**src/rtl/i2cs_pkg.sv**
```systemverilog
package i2cs_pkg;
  typedef enum logic [2:0] {
    S_IDLE = 3'd0,
    S_ADDR = 3'd1,
    S_AACK = 3'd2,
    S_LOAD = 3'd3,
    S_TX   = 3'd4,
    S_TACK = 3'd5
  } eng_state_t;
endpackage

```
**src/rtl/i2cs_filter.sv**
```systemverilog
module i2cs_filter #(
  parameter int N_LINES  = 2,
  parameter int SYNC_LEN = 2,
  parameter int FILT_LEN = 3
) (
  input  logic               clk,
  input  logic               rst_n,
  input  logic [N_LINES-1:0] raw_i,
  output logic [N_LINES-1:0] filt_o
);
  for (genvar g = 0; g < N_LINES; g++) begin : g_line
    logic [SYNC_LEN-1:0] sync_q;
    logic [FILT_LEN-1:0] hist_q;
    logic                out_q, out_nx;

    always_comb begin
      out_nx = out_q;
      if (&hist_q)       out_nx = 1'b1;
      else if (~|hist_q) out_nx = 1'b0;
    end

    always_ff @(posedge clk or negedge rst_n) begin
      if (!rst_n) begin
        sync_q <= '1;
        hist_q <= '1;
        out_q  <= 1'b1;
      end else begin
        sync_q <= {sync_q[SYNC_LEN-2:0], raw_i[g]};
        hist_q <= {hist_q[FILT_LEN-2:0], sync_q[SYNC_LEN-1]};
        out_q  <= out_nx;
      end
    end

    assign filt_o[g] = out_q;
  end
endmodule

```
**src/rtl/i2cs_linemon.sv**
```systemverilog
module i2cs_linemon (
  input  logic clk,
  input  logic rst_n,
  input  logic scl_f_i,
  input  logic sda_f_i,
  output logic scl_rise_o,
  output logic scl_fall_o,
  output logic start_o,
  output logic stop_o
);
  logic scl_p_q, sda_p_q;

  always_ff @(posedge clk or negedge rst_n) begin
    if (!rst_n) begin
      scl_p_q <= 1'b1;
      sda_p_q <= 1'b1;
    end else begin
      scl_p_q <= scl_f_i;
      sda_p_q <= sda_f_i;
    end
  end

  assign scl_rise_o = scl_f_i & ~scl_p_q;
  assign scl_fall_o = ~scl_f_i & scl_p_q;
  assign start_o    = scl_f_i & scl_p_q & sda_p_q & ~sda_f_i;
  assign stop_o     = scl_f_i & scl_p_q & ~sda_p_q & sda_f_i;
endmodule

```
**src/rtl/i2cs_regs.sv**
```systemverilog
module i2cs_regs #(
  parameter int DATA_W = 8
) (
  input  logic              clk,
  input  logic              rst_n,
  input  logic              wr_i,
  input  logic [DATA_W-1:0] wr_data_i,
  input  logic              clr_i,
  input  logic              irq_en_i,
  input  logic              load_i,
  input  logic              aflag_i,
  input  logic              dflag_i,
  input  logic              dack_i,
  output logic [DATA_W-1:0] hold_o,
  output logic              hold_valid_o,
  output logic              tx_empty_o,
  output logic              irq_flag_o,
  output logic              xfer_flag_o,
  output logic              ack_n_o,
  output logic              irq_o
);
  logic [DATA_W-1:0] hold_q, hold_nx;
  logic empty_q, empty_nx, flag_q, flag_nx, xfer_q, xfer_nx, ackn_q, ackn_nx;

  always_comb begin
    hold_nx  = hold_q;
    empty_nx = empty_q;
    flag_nx  = flag_q;
    xfer_nx  = xfer_q;
    ackn_nx  = ackn_q;
    if (load_i) empty_nx = 1'b1;
    if (wr_i) begin
      hold_nx  = wr_data_i;
      empty_nx = 1'b0;
    end
    if (clr_i) begin
      flag_nx = 1'b0;
      xfer_nx = 1'b0;
    end
    if (load_i | aflag_i | dflag_i) flag_nx = 1'b1;
    if (load_i) xfer_nx = 1'b1;
    if (dflag_i) ackn_nx = dack_i;
  end

  always_ff @(posedge clk or negedge rst_n) begin
    if (!rst_n) begin
      hold_q  <= '0;
      empty_q <= 1'b1;
      flag_q  <= 1'b0;
      xfer_q  <= 1'b0;
      ackn_q  <= 1'b1;
    end else begin
      hold_q  <= hold_nx;
      empty_q <= empty_nx;
      flag_q  <= flag_nx;
      xfer_q  <= xfer_nx;
      ackn_q  <= ackn_nx;
    end
  end

  assign hold_o       = hold_q;
  assign hold_valid_o = ~empty_q;
  assign tx_empty_o   = empty_q;
  assign irq_flag_o   = flag_q;
  assign xfer_flag_o  = xfer_q;
  assign ack_n_o      = ackn_q;
  assign irq_o        = flag_q & irq_en_i;

  AST_LOAD_REFILLS_EMPTY: assert property (@(posedge clk) disable iff (!rst_n)
    (load_i && !wr_i) |=> (tx_empty_o && irq_flag_o && xfer_flag_o));
  AST_CLEAR_DROPS_FLAG: assert property (@(posedge clk) disable iff (!rst_n)
    (clr_i && !load_i && !aflag_i && !dflag_i) |=> !irq_flag_o);
  AST_ACK_CAPTURED: assert property (@(posedge clk) disable iff (!rst_n)
    dflag_i |=> (ack_n_o == $past(dack_i)));
endmodule

```
**src/rtl/i2cs_engine.sv**
```systemverilog
module i2cs_engine
  import i2cs_pkg::*;
#(
  parameter int ADDR_W = 7,
  parameter int DATA_W = 8
) (
  input  logic              clk,
  input  logic              rst_n,
  input  logic              en_i,
  input  logic [ADDR_W-1:0] own_addr_i,
  input  logic              scl_f_i,
  input  logic              sda_f_i,
  input  logic              scl_rise_i,
  input  logic              scl_fall_i,
  input  logic              start_i,
  input  logic              stop_i,
  input  logic              hold_valid_i,
  input  logic [DATA_W-1:0] hold_i,
  output logic              load_o,
  output logic              aflag_o,
  output logic              dflag_o,
  output logic              dack_o,
  output logic              sda_drv_o,
  output logic              scl_hold_o,
  output logic              tx_mode_o,
  output logic              busy_o
);
  localparam int CNT_W = $clog2(DATA_W + 1);
  localparam logic [CNT_W-1:0] LAST_BIT = CNT_W'(DATA_W);

  eng_state_t        state_q, state_nx;
  logic [CNT_W-1:0]  cnt_q, cnt_nx;
  logic [DATA_W-1:0] sh_q, sh_nx;
  logic drv_q, drv_nx, txm_q, txm_nx, busy_q, busy_nx, ack_q, ack_nx;

  always_comb begin
    state_nx = state_q;
    cnt_nx   = cnt_q;
    sh_nx    = sh_q;
    drv_nx   = drv_q;
    txm_nx   = txm_q;
    busy_nx  = busy_q;
    ack_nx   = ack_q;
    load_o   = 1'b0;
    aflag_o  = 1'b0;
    dflag_o  = 1'b0;
    if (!en_i) begin
      state_nx = S_IDLE;
      drv_nx   = 1'b0;
      txm_nx   = 1'b0;
      busy_nx  = 1'b0;
    end else if (start_i) begin
      state_nx = S_ADDR;
      cnt_nx   = '0;
      drv_nx   = 1'b0;
      txm_nx   = 1'b0;
      busy_nx  = 1'b1;
    end else if (stop_i) begin
      state_nx = S_IDLE;
      drv_nx   = 1'b0;
      txm_nx   = 1'b0;
      busy_nx  = 1'b0;
    end else begin
      case (state_q)
        S_ADDR: begin
          if (scl_rise_i) begin
            sh_nx  = {sh_q[DATA_W-2:0], sda_f_i};
            cnt_nx = cnt_q + 1'b1;
          end
          if (scl_fall_i && cnt_q == LAST_BIT) begin
            if (sh_q[DATA_W-1:1] == own_addr_i) begin
              state_nx = S_AACK;
              drv_nx   = 1'b1;
              txm_nx   = sh_q[0];
              aflag_o  = 1'b1;
            end else begin
              state_nx = S_IDLE;
            end
          end
        end
        S_AACK: begin
          if (scl_fall_i) begin
            drv_nx   = 1'b0;
            state_nx = txm_q ? S_LOAD : S_IDLE;
          end
        end
        S_LOAD: begin
          if (hold_valid_i) begin
            sh_nx    = hold_i;
            drv_nx   = ~hold_i[DATA_W-1];
            cnt_nx   = '0;
            load_o   = 1'b1;
            state_nx = S_TX;
          end
        end
        S_TX: begin
          if (scl_rise_i) cnt_nx = cnt_q + 1'b1;
          if (scl_fall_i) begin
            if (cnt_q == LAST_BIT) begin
              drv_nx   = 1'b0;
              state_nx = S_TACK;
            end else begin
              sh_nx  = {sh_q[DATA_W-2:0], 1'b0};
              drv_nx = ~sh_q[DATA_W-2];
            end
          end
        end
        S_TACK: begin
          if (scl_rise_i) begin
            ack_nx  = sda_f_i;
            dflag_o = 1'b1;
          end
          if (scl_fall_i) begin
            if (!ack_q) begin
              state_nx = S_LOAD;
            end else begin
              state_nx = S_IDLE;
              txm_nx   = 1'b0;
            end
          end
        end
        default: ;
      endcase
    end
  end

  always_ff @(posedge clk or negedge rst_n) begin
    if (!rst_n) begin
      state_q <= S_IDLE;
      cnt_q   <= '0;
      sh_q    <= '0;
      drv_q   <= 1'b0;
      txm_q   <= 1'b0;
      busy_q  <= 1'b0;
      ack_q   <= 1'b1;
    end else begin
      state_q <= state_nx;
      cnt_q   <= cnt_nx;
      sh_q    <= sh_nx;
      drv_q   <= drv_nx;
      txm_q   <= txm_nx;
      busy_q  <= busy_nx;
      ack_q   <= ack_nx;
    end
  end

  assign dack_o     = sda_f_i;
  assign sda_drv_o  = drv_q;
  assign scl_hold_o = (state_q == S_LOAD) && !hold_valid_i && en_i;
  assign tx_mode_o  = txm_q;
  assign busy_o     = busy_q;

  AST_ADDR_ACK_DRIVES: assert property (@(posedge clk) disable iff (!rst_n)
    (state_q == S_AACK && $past(state_q) == S_ADDR) |-> drv_q);
  AST_STRETCH_SCL_LOW: assert property (@(posedge clk) disable iff (!rst_n)
    scl_hold_o |-> !scl_f_i);
  AST_SDA_STABLE_SCL_HIGH: assert property (@(posedge clk) disable iff (!rst_n)
    (state_q == S_TX && scl_f_i && $past(scl_f_i)) |-> $stable(drv_q));
  AST_STOP_CLEARS_BUSY: assert property (@(posedge clk) disable iff (!rst_n)
    (stop_i && !start_i) |=> !busy_q);
  AST_IDLE_RELEASED: assert property (@(posedge clk) disable iff (!rst_n)
    (state_q == S_IDLE) |-> (!drv_q && !scl_hold_o));
  AST_DISABLED_SILENT: assert property (@(posedge clk) disable iff (!rst_n)
    (!en_i && $past(!en_i)) |-> (!drv_q && !scl_hold_o));
endmodule

```
**src/rtl/i2c_rd_slave.sv**
```systemverilog
module i2c_rd_slave #(
  parameter int ADDR_W   = 7,
  parameter int DATA_W   = 8,
  parameter int SYNC_LEN = 2,
  parameter int FILT_LEN = 3
) (
  input  logic              clk,
  input  logic              rst_n,
  input  logic              en_i,
  input  logic              irq_en_i,
  input  logic [ADDR_W-1:0] own_addr_i,
  input  logic              scl_i,
  input  logic              sda_i,
  output logic              scl_oe_o,
  output logic              sda_oe_o,
  input  logic              wr_i,
  input  logic [DATA_W-1:0] wr_data_i,
  input  logic              flag_clr_i,
  output logic              irq_o,
  output logic              irq_flag_o,
  output logic              xfer_flag_o,
  output logic              tx_empty_o,
  output logic              ack_n_o,
  output logic              busy_o,
  output logic              tx_mode_o
);
  localparam int LINES = 2;

  logic [1:0] rst_sync_q;
  logic       rst_n_s;

  always_ff @(posedge clk or negedge rst_n) begin
    if (!rst_n) rst_sync_q <= 2'b00;
    else        rst_sync_q <= {rst_sync_q[0], 1'b1};
  end
  assign rst_n_s = rst_sync_q[1];

  logic [LINES-1:0] filt;
  logic scl_rise, scl_fall, start_det, stop_det;
  logic load, aflag, dflag, dack, hold_valid;
  logic [DATA_W-1:0] hold;

  i2cs_filter #(.N_LINES(LINES), .SYNC_LEN(SYNC_LEN), .FILT_LEN(FILT_LEN)) u_filt (
    .clk(clk), .rst_n(rst_n_s), .raw_i({sda_i, scl_i}), .filt_o(filt)
  );

  i2cs_linemon u_mon (
    .clk(clk), .rst_n(rst_n_s), .scl_f_i(filt[0]), .sda_f_i(filt[1]),
    .scl_rise_o(scl_rise), .scl_fall_o(scl_fall), .start_o(start_det), .stop_o(stop_det)
  );

  i2cs_engine #(.ADDR_W(ADDR_W), .DATA_W(DATA_W)) u_eng (
    .clk(clk), .rst_n(rst_n_s), .en_i(en_i), .own_addr_i(own_addr_i),
    .scl_f_i(filt[0]), .sda_f_i(filt[1]), .scl_rise_i(scl_rise), .scl_fall_i(scl_fall),
    .start_i(start_det), .stop_i(stop_det), .hold_valid_i(hold_valid), .hold_i(hold),
    .load_o(load), .aflag_o(aflag), .dflag_o(dflag), .dack_o(dack),
    .sda_drv_o(sda_oe_o), .scl_hold_o(scl_oe_o), .tx_mode_o(tx_mode_o), .busy_o(busy_o)
  );

  i2cs_regs #(.DATA_W(DATA_W)) u_regs (
    .clk(clk), .rst_n(rst_n_s), .wr_i(wr_i), .wr_data_i(wr_data_i), .clr_i(flag_clr_i),
    .irq_en_i(irq_en_i), .load_i(load), .aflag_i(aflag), .dflag_i(dflag), .dack_i(dack),
    .hold_o(hold), .hold_valid_o(hold_valid), .tx_empty_o(tx_empty_o),
    .irq_flag_o(irq_flag_o), .xfer_flag_o(xfer_flag_o), .ack_n_o(ack_n_o), .irq_o(irq_o)
  );
endmodule

```
**config.mk**
```make
export PLATFORM = sky130hd
export DESIGN_NAME = i2c_rd_slave
export DESIGN_NICKNAME = d
export VERILOG_FILES = /design/src/rtl/i2cs_pkg.sv /design/src/rtl/i2cs_filter.sv /design/src/rtl/i2cs_linemon.sv /design/src/rtl/i2cs_regs.sv /design/src/rtl/i2cs_engine.sv /design/src/rtl/i2c_rd_slave.sv
export SDC_FILE = /design/constraint.sdc
export NUM_CORES = 1
export LEC_CHECK = 0
export BUFFER_PORTS_ARGS = -buffer_cell sky130_fd_sc_hd__buf_2
export CORE_ASPECT_RATIO = 0.7
export CORE_MARGIN = 5
export CORE_UTILIZATION = 57
export DETAILED_ROUTE_END_ITERATION = 12
export PLACE_DENSITY = 0.89
export SYNTH_ARGS = -nofsm -noshare
export SYNTH_HDL_FRONTEND = slang
export SYNTH_SLANG_ARGS = --single-unit
```
**constraint.sdc**
```tcl
create_clock -name clk -period 1.76 [get_ports clk]
set_input_delay 0.176 -clock clk [delete_from_list [all_inputs] [get_ports clk]]
set_output_delay 0.176 -clock clk [all_outputs]
set_load 0.005 [all_outputs]
```
==> results.sh, run 1 <==
export IMPL_slew_violations=0
export IMPL_avgSynthCellArea_um2=11.2
export IMPL_violations="setup timing"
export IMPL_synth_largest_area_cell="dfrtp_1"
export IMPL_num_rows=19
export IMPL_wl_per_cell_um=17.3
export IMPL_power_switching_uw=751
export IMPL_grt_pass1_vias=1907
export IMPL_worst_path_max_fanout=6
export IMPL_synth_main_ff_cell="dfrtp_1"
export IMPL_yosysWarnings=0
export IMPL_wirelength_um=5710
export IMPL_fin_skew_ns=0.0105
export IMPL_layout_drive_gt1_share=0.484
export IMPL_die_area_um2=5530
export IMPL_synthArstFlopShare=1.00
export IMPL_cts_buffers=5
export IMPL_clkTransAtPathRegs_ns=0.09
export IMPL_die_height_um=63.8
export IMPL_status="complete, but fails checks"
export IMPL_p_comb_frac=0.209
export IMPL_grt_max_degree=24
export IMPL_worst_slew_pin_slew_ns=0.539
export IMPL_p_seq_frac=0.501
export IMPL_grt_first_pass_wirelength_um=9070
export IMPL_finalWorstSetupSlack_ns=-0.0779
export IMPL_slew_headroom=0.641
export IMPL_final_hold_viol_count=0
export IMPL_power_density_nw_per_um2=878
export IMPL_avgViaCountPerCell=5.77
export IMPL_synth_top_cell_area_share=0.319
export IMPL_endpoint="u_eng.state_q[0]"
export IMPL_cts_root_buffer="clkbuf_8"
export IMPL_path_class="register to register"
export IMPL_power_share_clock=0.290
export IMPL_htreeDepth=2
export IMPL_hpwlAfterDp_um=3910
export IMPL_p_sw_frac=0.279
export IMPL_final_nets=303
export IMPL_end_kind="register"
export IMPL_route_vias_total=1911
export IMPL_synth_edf_count=0
export IMPL_place_inst=313
export IMPL_critPathLaunchType="register"
export IMPL_post_route_period_util=1.04
export IMPL_hp_class="input pin to register"
export IMPL_overflow=0
export IMPL_cp_arrival_ns=2.04
export IMPL_period_minus_slack_ns=1.84
export IMPL_cpMaxStageDelayCell="dfstp_2"
export IMPL_cp_slowest_stage_delay_ns=0.60
export IMPL_syn_num_nets=235
export IMPL_p_int_mw=1.94
export IMPL_core_um2=3950
export IMPL_io_buffers=31
export IMPL_clock_latency_ns=0.30
export IMPL_cp_cell_sequence="buf_4 -> nand2b_2 -> a2111oi_4 -> nor4_4 -> a221oi_2 -> a31o_1"
export IMPL_dr_first_iter_drc_count=112
export IMPL_final_core_util=0.776
export IMPL_start_util=0.596
export IMPL_final_cells=331
export IMPL_reg2reg_depth=6
export IMPL_yosysMostFrequentCell="dfrtp_1"
export IMPL_reg2reg_to="u_eng.state_q[0]"
export IMPL_required_ns=1.96
export IMPL_setup_viol=4
export IMPL_r2r_start="u_filt.g_line[0].out_q"
export IMPL_rsz0062_at_grt="yes"
export IMPL_worstSetupStartpoint="u_filt.g_line[0].out_q"
export IMPL_fmax_mhz=544
export IMPL_r2r_slack_ns=-0.08
export IMPL_cts_tree="built"
export IMPL_fillers=289
export IMPL_drc=0
export IMPL_ir_drop_v=0.000704
export IMPL_n_antenna_cell=0
export IMPL_chipWidth_um=86.8
export IMPL_cts_sinks=47
export IMPL_p_leak_nw=1.41
export IMPL_synth_area_top_cells="dfrtp_1, dfstp_2, mux2_2"
export IMPL_antenna_found_initial=0
export IMPL_area_delta_synth_final_pct=30.1
export IMPL_ys_types=53
export IMPL_dr_pass1_iters=4
export IMPL_netlist_instances=210
export IMPL_io_pins=32
export IMPL_maxCapViolCount=0
export IMPL_syn_area_um2=2350
export IMPL_yosysSeqAreaShare=0.509
export IMPL_gp_congestion=0.965
export IMPL_synth_commonest_cells="dfrtp_1, nor2_1, dfstp_2, a21oi_1, nand2_1"
export IMPL_clock_path_buffers=2
export IMPL_grt_usage=0.211
export IMPL_ys_ff_latch=47
export IMPL_ant_nets=0
-- kinds of logic (layout without fill, tap and decap cells) --
| group | after synthesis | after routing | synth area share |
|---|---|---|---|
| XOR/XNOR | 10 | 10 | 0.0372 |
| buffers and inverters | 17 | 86 | 0.0372 |
| other | 1 | 1 | 0.00159 |
| adder cells (fa/ha/maj) | 2 | 2 | 0.0106 |
| flip-flops | 47 | 47 | 0.509 |
| multiplexers | 23 | 23 | 0.105 |
| AND/OR/NAND/NOR | 60 | 60 | 0.140 |
| AO/OA/AOI/OAI | 50 | 50 | 0.160 |
-- metal layers --
| layer | vias up | share of wire | track usage |
|---|---|---|---|
| met3 | 7 | 0.058 | 0.0488 |
| met2 | 65 | 0.49 | 0.323 |
| met1 | 952 | 0.44 | 0.296 |
| met4 | 0 | 0.011 | 0.0700 |
| met5 | - | 0 | 0 |
| li1 | 887 | - | - |
-- flip-flops by register name, indices dropped and copies added (netlist names), 2 cells and up --
signal                flops
rst_sync_q                2
u_eng.cnt_q               4
u_eng.sh_q                8
u_eng.state_q             3
u_filt.g_line.hist_q      6
u_filt.g_line.out_q       2
u_filt.g_line.sync_q      4
u_regs.hold_o             8
-- timing repair --
item | 4_1_cts | 5_1_grt
cloned | 0 | 1
endpoints found under the hold margin | 4 | 0
resized for setup | 5 | 32
setup endpoints to repair | 4 | 16
hold buffers | 3 | 0
pin swaps | 8 | 10
buffers inserted | 4 | 2
-- through the flow --
step           worst slack, ns  hold slack [ns]  cell area, um^2  TNS, ns  power, mW
6_report               -0.0779           0.0959             3060   -0.162       2.69
5_1_grt                 -0.108           0.0870             3060   -0.607       2.83
4_1_cts                -0.0204           0.0886             2930  -0.0472       2.61
3_5_place_dp           -0.0529          -0.0369             2740   -0.132       1.80
3_3_place_gp           0.00678          -0.0381             2740        0       1.77
2_1_floorplan           0.0247           -0.120             2350        0       1.62
-- layout by cell type (no fill, tap or decap), types with 3 or more instances in the layout --
cell type and n:
nor2_1 12, nor2_2 7, xnor2_1 8, a21oi_2 5, inv_1 6, dlygate4sd3_1 3, a21oi_1 8, clkbuf_8 5
buf_4 32, nand2_1 13, nand3_1 4, o311ai_1 3, mux2_2 10, a22o_1 3, inv_2 3, dfstp_2 17
mux2i_1 10, o21ai_0 10, nor2b_1 3, buf_2 31, dfrtp_1 28
-- power groups by stage --
stage          clock, mW  combinational, mW  sequential, mW
6_report           0.781              0.561            1.35
3_3_place_gp           0              0.435            1.34
3_5_place_dp           0              0.456            1.35
5_1_grt            0.848              0.615            1.37
4_1_cts            0.799              0.484            1.33
2_1_floorplan          0              0.295            1.33
-- critical path, delay by kind of cell (launching register included) --
| family | cells | cell delay, ns |
|---|---|---|
| AND/OR/NAND/NOR | 2 | 0.60 |
| flip-flops | 1 | 0.60 |
| AO/OA/AOI/OAI | 3 | 0.41 |
| buffers and inverters | 1 | 0.14 |
-- cell type report --
class / count / area, um^2 / share of cell area
Sequential cell: 47 / 1200 / 0.392
Inverter: 9 / 33.8 / 0.0110
Multi-Input combinational cell: 146 / 1190 / 0.388
Timing Repair Buffer: 69 / 468 / 0.153
Tap cell: 52 / 65.1 / 0.0212
Clock inverter: 1 / 30.0 / 0.00980
Clock buffer: 7 / 76.3 / 0.0249
-- worst min-delay path by stage --
stage / to / cells past startpoint / startpoint
after floorplan: rst_sync_q[0] / 0 / rst_n
after global placement: rst_sync_q[0] / 1 / rst_n
after detailed placement: rst_sync_q[0] / 1 / rst_n
after global routing: u_regs.hold_o[4] / 2 / wr_data_i[4]
after CTS: u_regs.hold_o[1] / 2 / wr_data_i[1]
final: u_regs.hold_o[1] / 2 / wr_data_i[1]
Power figures use the tool's default switching activity.
==> run 2, diff against run 1 <==
Settings changed: RECOVER_POWER from default to 25.
==> results.sh, run 2 (same netlist as run 1, synthesis figures left out) <==
export IMPL_cp_arrival_ns=2.04
export IMPL_finalWorstSetupSlack_ns=-0.0818
export IMPL_final_nets=303
export IMPL_post_route_period_util=1.05
export IMPL_ant_nets=0
export IMPL_die_area_um2=5530
export IMPL_io_pins=32
export IMPL_maxCapViolCount=0
export IMPL_num_rows=19
export IMPL_die_height_um=63.8
export IMPL_p_leak_nw=1.40
export IMPL_cp_slowest_stage_delay_ns=0.59
export IMPL_grt_pass1_vias=1907
export IMPL_dr_pass1_iters=4
export IMPL_start_util=0.596
export IMPL_wirelength_um=5720
export IMPL_tns_ns=-0.205
export IMPL_critPathLaunchType="register"
export IMPL_io_buffers=31
export IMPL_cts_buffers=5
export IMPL_hpwlAfterDp_um=3910
export IMPL_final_hold_viol_count=0
export IMPL_hp_class="input pin to register"
export IMPL_n_antenna_cell=0
export IMPL_grt_usage=0.211
export IMPL_fin_skew_ns=0.0104
export IMPL_ir_drop_v=0.000701
export IMPL_fmax_mhz=543
export IMPL_grt_max_degree=24
export IMPL_totalPowerFinal_mw=2.69
export IMPL_fillers=290
export IMPL_status="complete, but fails checks"
export IMPL_clkTransAtPathRegs_ns=0.09
export IMPL_drc=0
export IMPL_cp_cell_sequence="buf_4 -> nand2b_2 -> a2111oi_4 -> nor4_4 -> a221oi_2 -> a31o_1"
export IMPL_period_minus_slack_ns=1.84
export IMPL_slew_violations=0
export IMPL_chipWidth_um=86.8
export IMPL_layout_commonest_cell="buf_4"
export IMPL_core_um2=3950
export IMPL_required_ns=1.96
export IMPL_overflow=0
export IMPL_cts_sinks=47
export IMPL_finalHoldWorstSlack_ns=0.0957
export IMPL_grt_first_pass_wirelength_um=9070
export IMPL_cts_tree="built"
export IMPL_antenna_found_initial=0
export IMPL_end_kind="register"
export IMPL_slew_headroom=0.343
export IMPL_cpMaxStageDelayCell="dfstp_2"
export IMPL_path_class="register to register"
export IMPL_route_vias_total=1904
export IMPL_rsz0062_at_grt="yes"
export IMPL_worst_slew_pin_slew_ns=0.985
export IMPL_setup_viol=4
export IMPL_clock_path_buffers=2
export IMPL_gp_congestion=0.965
export IMPL_layout_drive_gt1_share=0.466
export IMPL_clock_latency_ns=0.30
export IMPL_violations="setup timing"
export IMPL_cts_root_buffer="clkbuf_8"
export IMPL_avgViaCountPerCell=5.75
export IMPL_power_density_nw_per_um2=878
export IMPL_dr_first_iter_drc_count=91
export IMPL_htreeDepth=2
export IMPL_wl_per_cell_um=17.3
export IMPL_area_delta_synth_final_pct=30.0
export IMPL_layout_common_cells="buf_4, buf_2, dfrtp_1"
export IMPL_worst_path_max_fanout=6
[run 2: where the power goes]
part	switching, mW	total [mW]	internal, mW	leakage (nW)
registers	0.131	1.35	1.21	0.566
clock network	0.355	0.781	0.425	0.0524
logic	0.264	0.561	0.298	0.785
[run 2: worst max-delay path: cells and delay by family (launching register included)]
family | cells | cell delay, ns
simple gates | 2 | 0.61
buf+inv | 1 | 0.14
flops | 1 | 0.59
compound gates | 3 | 0.41
[run 2: area by class of cell]
class | instances | area [um^2] | share of cell area
multi-input combinational | 146 | 1190 | 0.389
inverter | 9 | 33.8 | 0.0110
tap | 52 | 65.1 | 0.0213
clock buffer | 7 | 76.3 | 0.0249
clock inverter | 1 | 30.0 | 0.00981
sequential | 47 | 1200 | 0.392
timing repair buffer | 69 | 467 | 0.152
[run 2: path summary, 6_finish.rpt]
check | end | slack (ns) | cells after the start | start
min reg2reg | u_filt.g_line[1].sync_q[1] | 0.36 | 0 | u_filt.g_line[1].sync_q[0]
max reg2reg | u_eng.state_q[0] | -0.08 | 6 | u_filt.g_line[0].out_q
max | u_eng.state_q[0] | -0.08 | 6 | u_filt.g_line[0].out_q
max in group asynchronous | u_filt.g_line[1].hist_q[1] | 0.62 | 1 | rst_sync_q[1]
min in group asynchronous | rst_sync_q[1] | 0.18 | 2 | rst_n
min | u_regs.hold_o[1] | 0.1 | 2 | wr_data_i[1]
[run 2: per-layer routing]
layer	vias up	share of wire	global-route usage
li1	885	-	-
met1	949	0.44	0.296
met2	63	0.49	0.323
met3	7	0.060	0.0488
met4	0	0.011	0.0700
met5	-	0	0
[run 2: metrics by stage]
stage               area [um^2]   util  setup WS, ns  cells
global placement           2740  0.695       0.00678    313
CTS                        2930  0.743       -0.0204    328
floorplan                  2350      -        0.0247    210
global route               3060  0.776        -0.108    331
detailed placement         2740  0.695       -0.0529    313
finish                     3060  0.776       -0.0818    331
[run 2: repair_timing]
| item | in CTS | in global routing |
|---|---|---|
| buffers inserted | 4 | 2 |
| hold buffers | 3 | 0 |
| setup endpoints to repair | 4 | 16 |
| resized for setup | 5 | 32 |
| cloned | 0 | 1 |
| pin swaps | 8 | 10 |
| hold endpoints to repair | 4 | 0 |
==> run 3, diff against run 2 <==
Settings changed: GPL_TIMING_DRIVEN from default to 0.
==> results.sh, run 3 (same netlist as run 1, synthesis figures left out) <==
export IMPL_wl_per_cell_um=17.2
export IMPL_core_um2=3950
export IMPL_grt_max_degree=32
export IMPL_rsz0062_at_grt="yes"
export IMPL_dr_first_iter_drc_count=155
export IMPL_totalPowerFinal_mw=2.65
export IMPL_num_rows=19
export IMPL_critPathLaunchType="register"
export IMPL_p_int_mw=1.92
export IMPL_fillers=273
export IMPL_end_kind="register"
export IMPL_placed_cell_area_um2=2590
export IMPL_final_hold_viol_count=0
export IMPL_fmax_mhz=535
export IMPL_status="complete, but fails checks"
export IMPL_power_switching_uw=736
export IMPL_chipWidth_um=86.8
export IMPL_power_density_nw_per_um2=887
export IMPL_required_ns=1.96
export IMPL_avgViaCountPerCell=5.92
export IMPL_p_leak_nw=1.35
export IMPL_violations="setup timing"
export IMPL_gp_congestion=0.901
export IMPL_die_height_um=63.8
export IMPL_clkTransAtPathRegs_ns=0.08
export IMPL_ant_nets=0
export IMPL_p_sw_frac=0.278
export IMPL_place_inst=293
export IMPL_layout_common_cells="buf_2, dfrtp_1, buf_4"
export IMPL_antenna_found_initial=0
export IMPL_cts_root_buffer="clkbuf_8"
export IMPL_post_route_period_util=1.06
export IMPL_ir_drop_v=0.000656
export IMPL_pre_cts_ws_ns=-0.187
export IMPL_overflow=0
export IMPL_worst_slew_pin_slew_ns=0.678
export IMPL_finalWorstSetupSlack_ns=-0.109
export IMPL_drc=0
export IMPL_period_minus_slack_ns=1.87
export IMPL_wirelength_um=5560
export IMPL_dr_pass1_iters=4
export IMPL_cp_arrival_ns=2.07
export IMPL_grt_usage=0.195
export IMPL_route_vias_total=1918
export IMPL_slew_headroom=0.548
export IMPL_worst_path_max_fanout=4
export IMPL_design_area_um2=2990
export IMPL_clock_latency_ns=0.30
export IMPL_path_class="register to register"
export IMPL_clock_path_buffers=2
export IMPL_area_delta_synth_final_pct=27.1
export IMPL_layout_drive_gt1_share=0.426
export IMPL_slew_violations=0
export IMPL_grt_pass1_vias=1807
export IMPL_htreeDepth=2
export IMPL_final_cells=324
export IMPL_setup_viol=7
export IMPL_p_seq_frac=0.505
export IMPL_io_pins=32
export IMPL_final_nets=296
export IMPL_p_comb_frac=0.200
export IMPL_hp_class="input pin to register"
export IMPL_maxCapViolCount=0
export IMPL_io_buffers=30
export IMPL_cts_buffers=5
export IMPL_die_area_um2=5530
export IMPL_n_antenna_cell=0
export IMPL_fin_skew_ns=0.00247
export IMPL_power_share_clock=0.295
export IMPL_hpwlAfterDp_um=3530
export IMPL_cts_sinks=47
export IMPL_layout_commonest_cell="buf_2"
export IMPL_grt_first_pass_wirelength_um=8520
export IMPL_start_util=0.596
export IMPL_cts_tree="built"
-- run 3: worst paths after layout --
path                                 from                    endpoint  slack, ns  cells past startpoint
max                        u_eng.cnt_q[0]            u_eng.state_q[0]      -0.11                      8
min                          wr_data_i[3]            u_regs.hold_o[3]       0.10                      2
max reg2reg                u_eng.cnt_q[0]            u_eng.state_q[0]      -0.11                      8
min reg2reg                 rst_sync_q[1]          u_regs.xfer_flag_o       0.28                      0
max in group asynchronous   rst_sync_q[1]  u_filt.g_line[1].hist_q[0]       0.81                      1
min in group asynchronous           rst_n               rst_sync_q[0]       0.18                      2
-- run 3: final cells by class --
class	instances	area, um^2	share of cell area
sequential	47	1200	0.401
multi-input combinational	146	1170	0.392
timing repair buffer	54	350	0.117
clock buffer	7	76.3	0.0255
buffer	8	65.1	0.0218
tap	52	65.1	0.0218
inverter	9	33.8	0.0113
clock inverter	1	30.0	0.0100
-- run 3: stage by stage --
step	util	TNS (ns)	hold slack [ns]
after floorplan	-	0	-0.120
after global placement	0.651	-3.25	-0.0376
after detailed placement	0.656	-1.79	-0.0327
after CTS	0.716	-0.121	0.0921
after global routing	0.758	-1.19	0.0818
final	0.758	-0.559	0.100
-- run 3: critical path, stage by stage, from the launching register on --
cell and delay, ns:
dfrtp_1 0.38, inv_2 0.07, ha_4 0.15, nand3b_1 0.21
buf_4 0.17, nor2_2 0.05, nor4_4 0.41, a221oi_2 0.13
a31o_1 0.20
-- run 3: metal layers --
metal	GRT usage	routed length, um	vias up
met4	0.0370	80	0
met3	0.0642	353	11
met2	0.294	2690	76
li1	-	-	875
met5	0	0	-
met1	0.278	2430	956
-- run 3: power by group through the flow --
stage          Sequential, mW  Clock, mW  Combinational (mW)
4_1_cts                  1.33      0.791               0.445
5_1_grt                  1.35      0.857               0.590
2_1_floorplan            1.33          0               0.295
6_report                 1.34      0.782               0.530
3_5_place_dp             1.35          0               0.396
3_3_place_gp             1.36          0               0.357
-- run 3: timing repair --
item,in CTS,in global routing
setup buffers,10,9
cloned,0,1
setup endpoints to repair,17,17
gates resized for setup,7,21
hold endpoints to repair,4,0
pin swaps,9,8
hold buffers,3,0
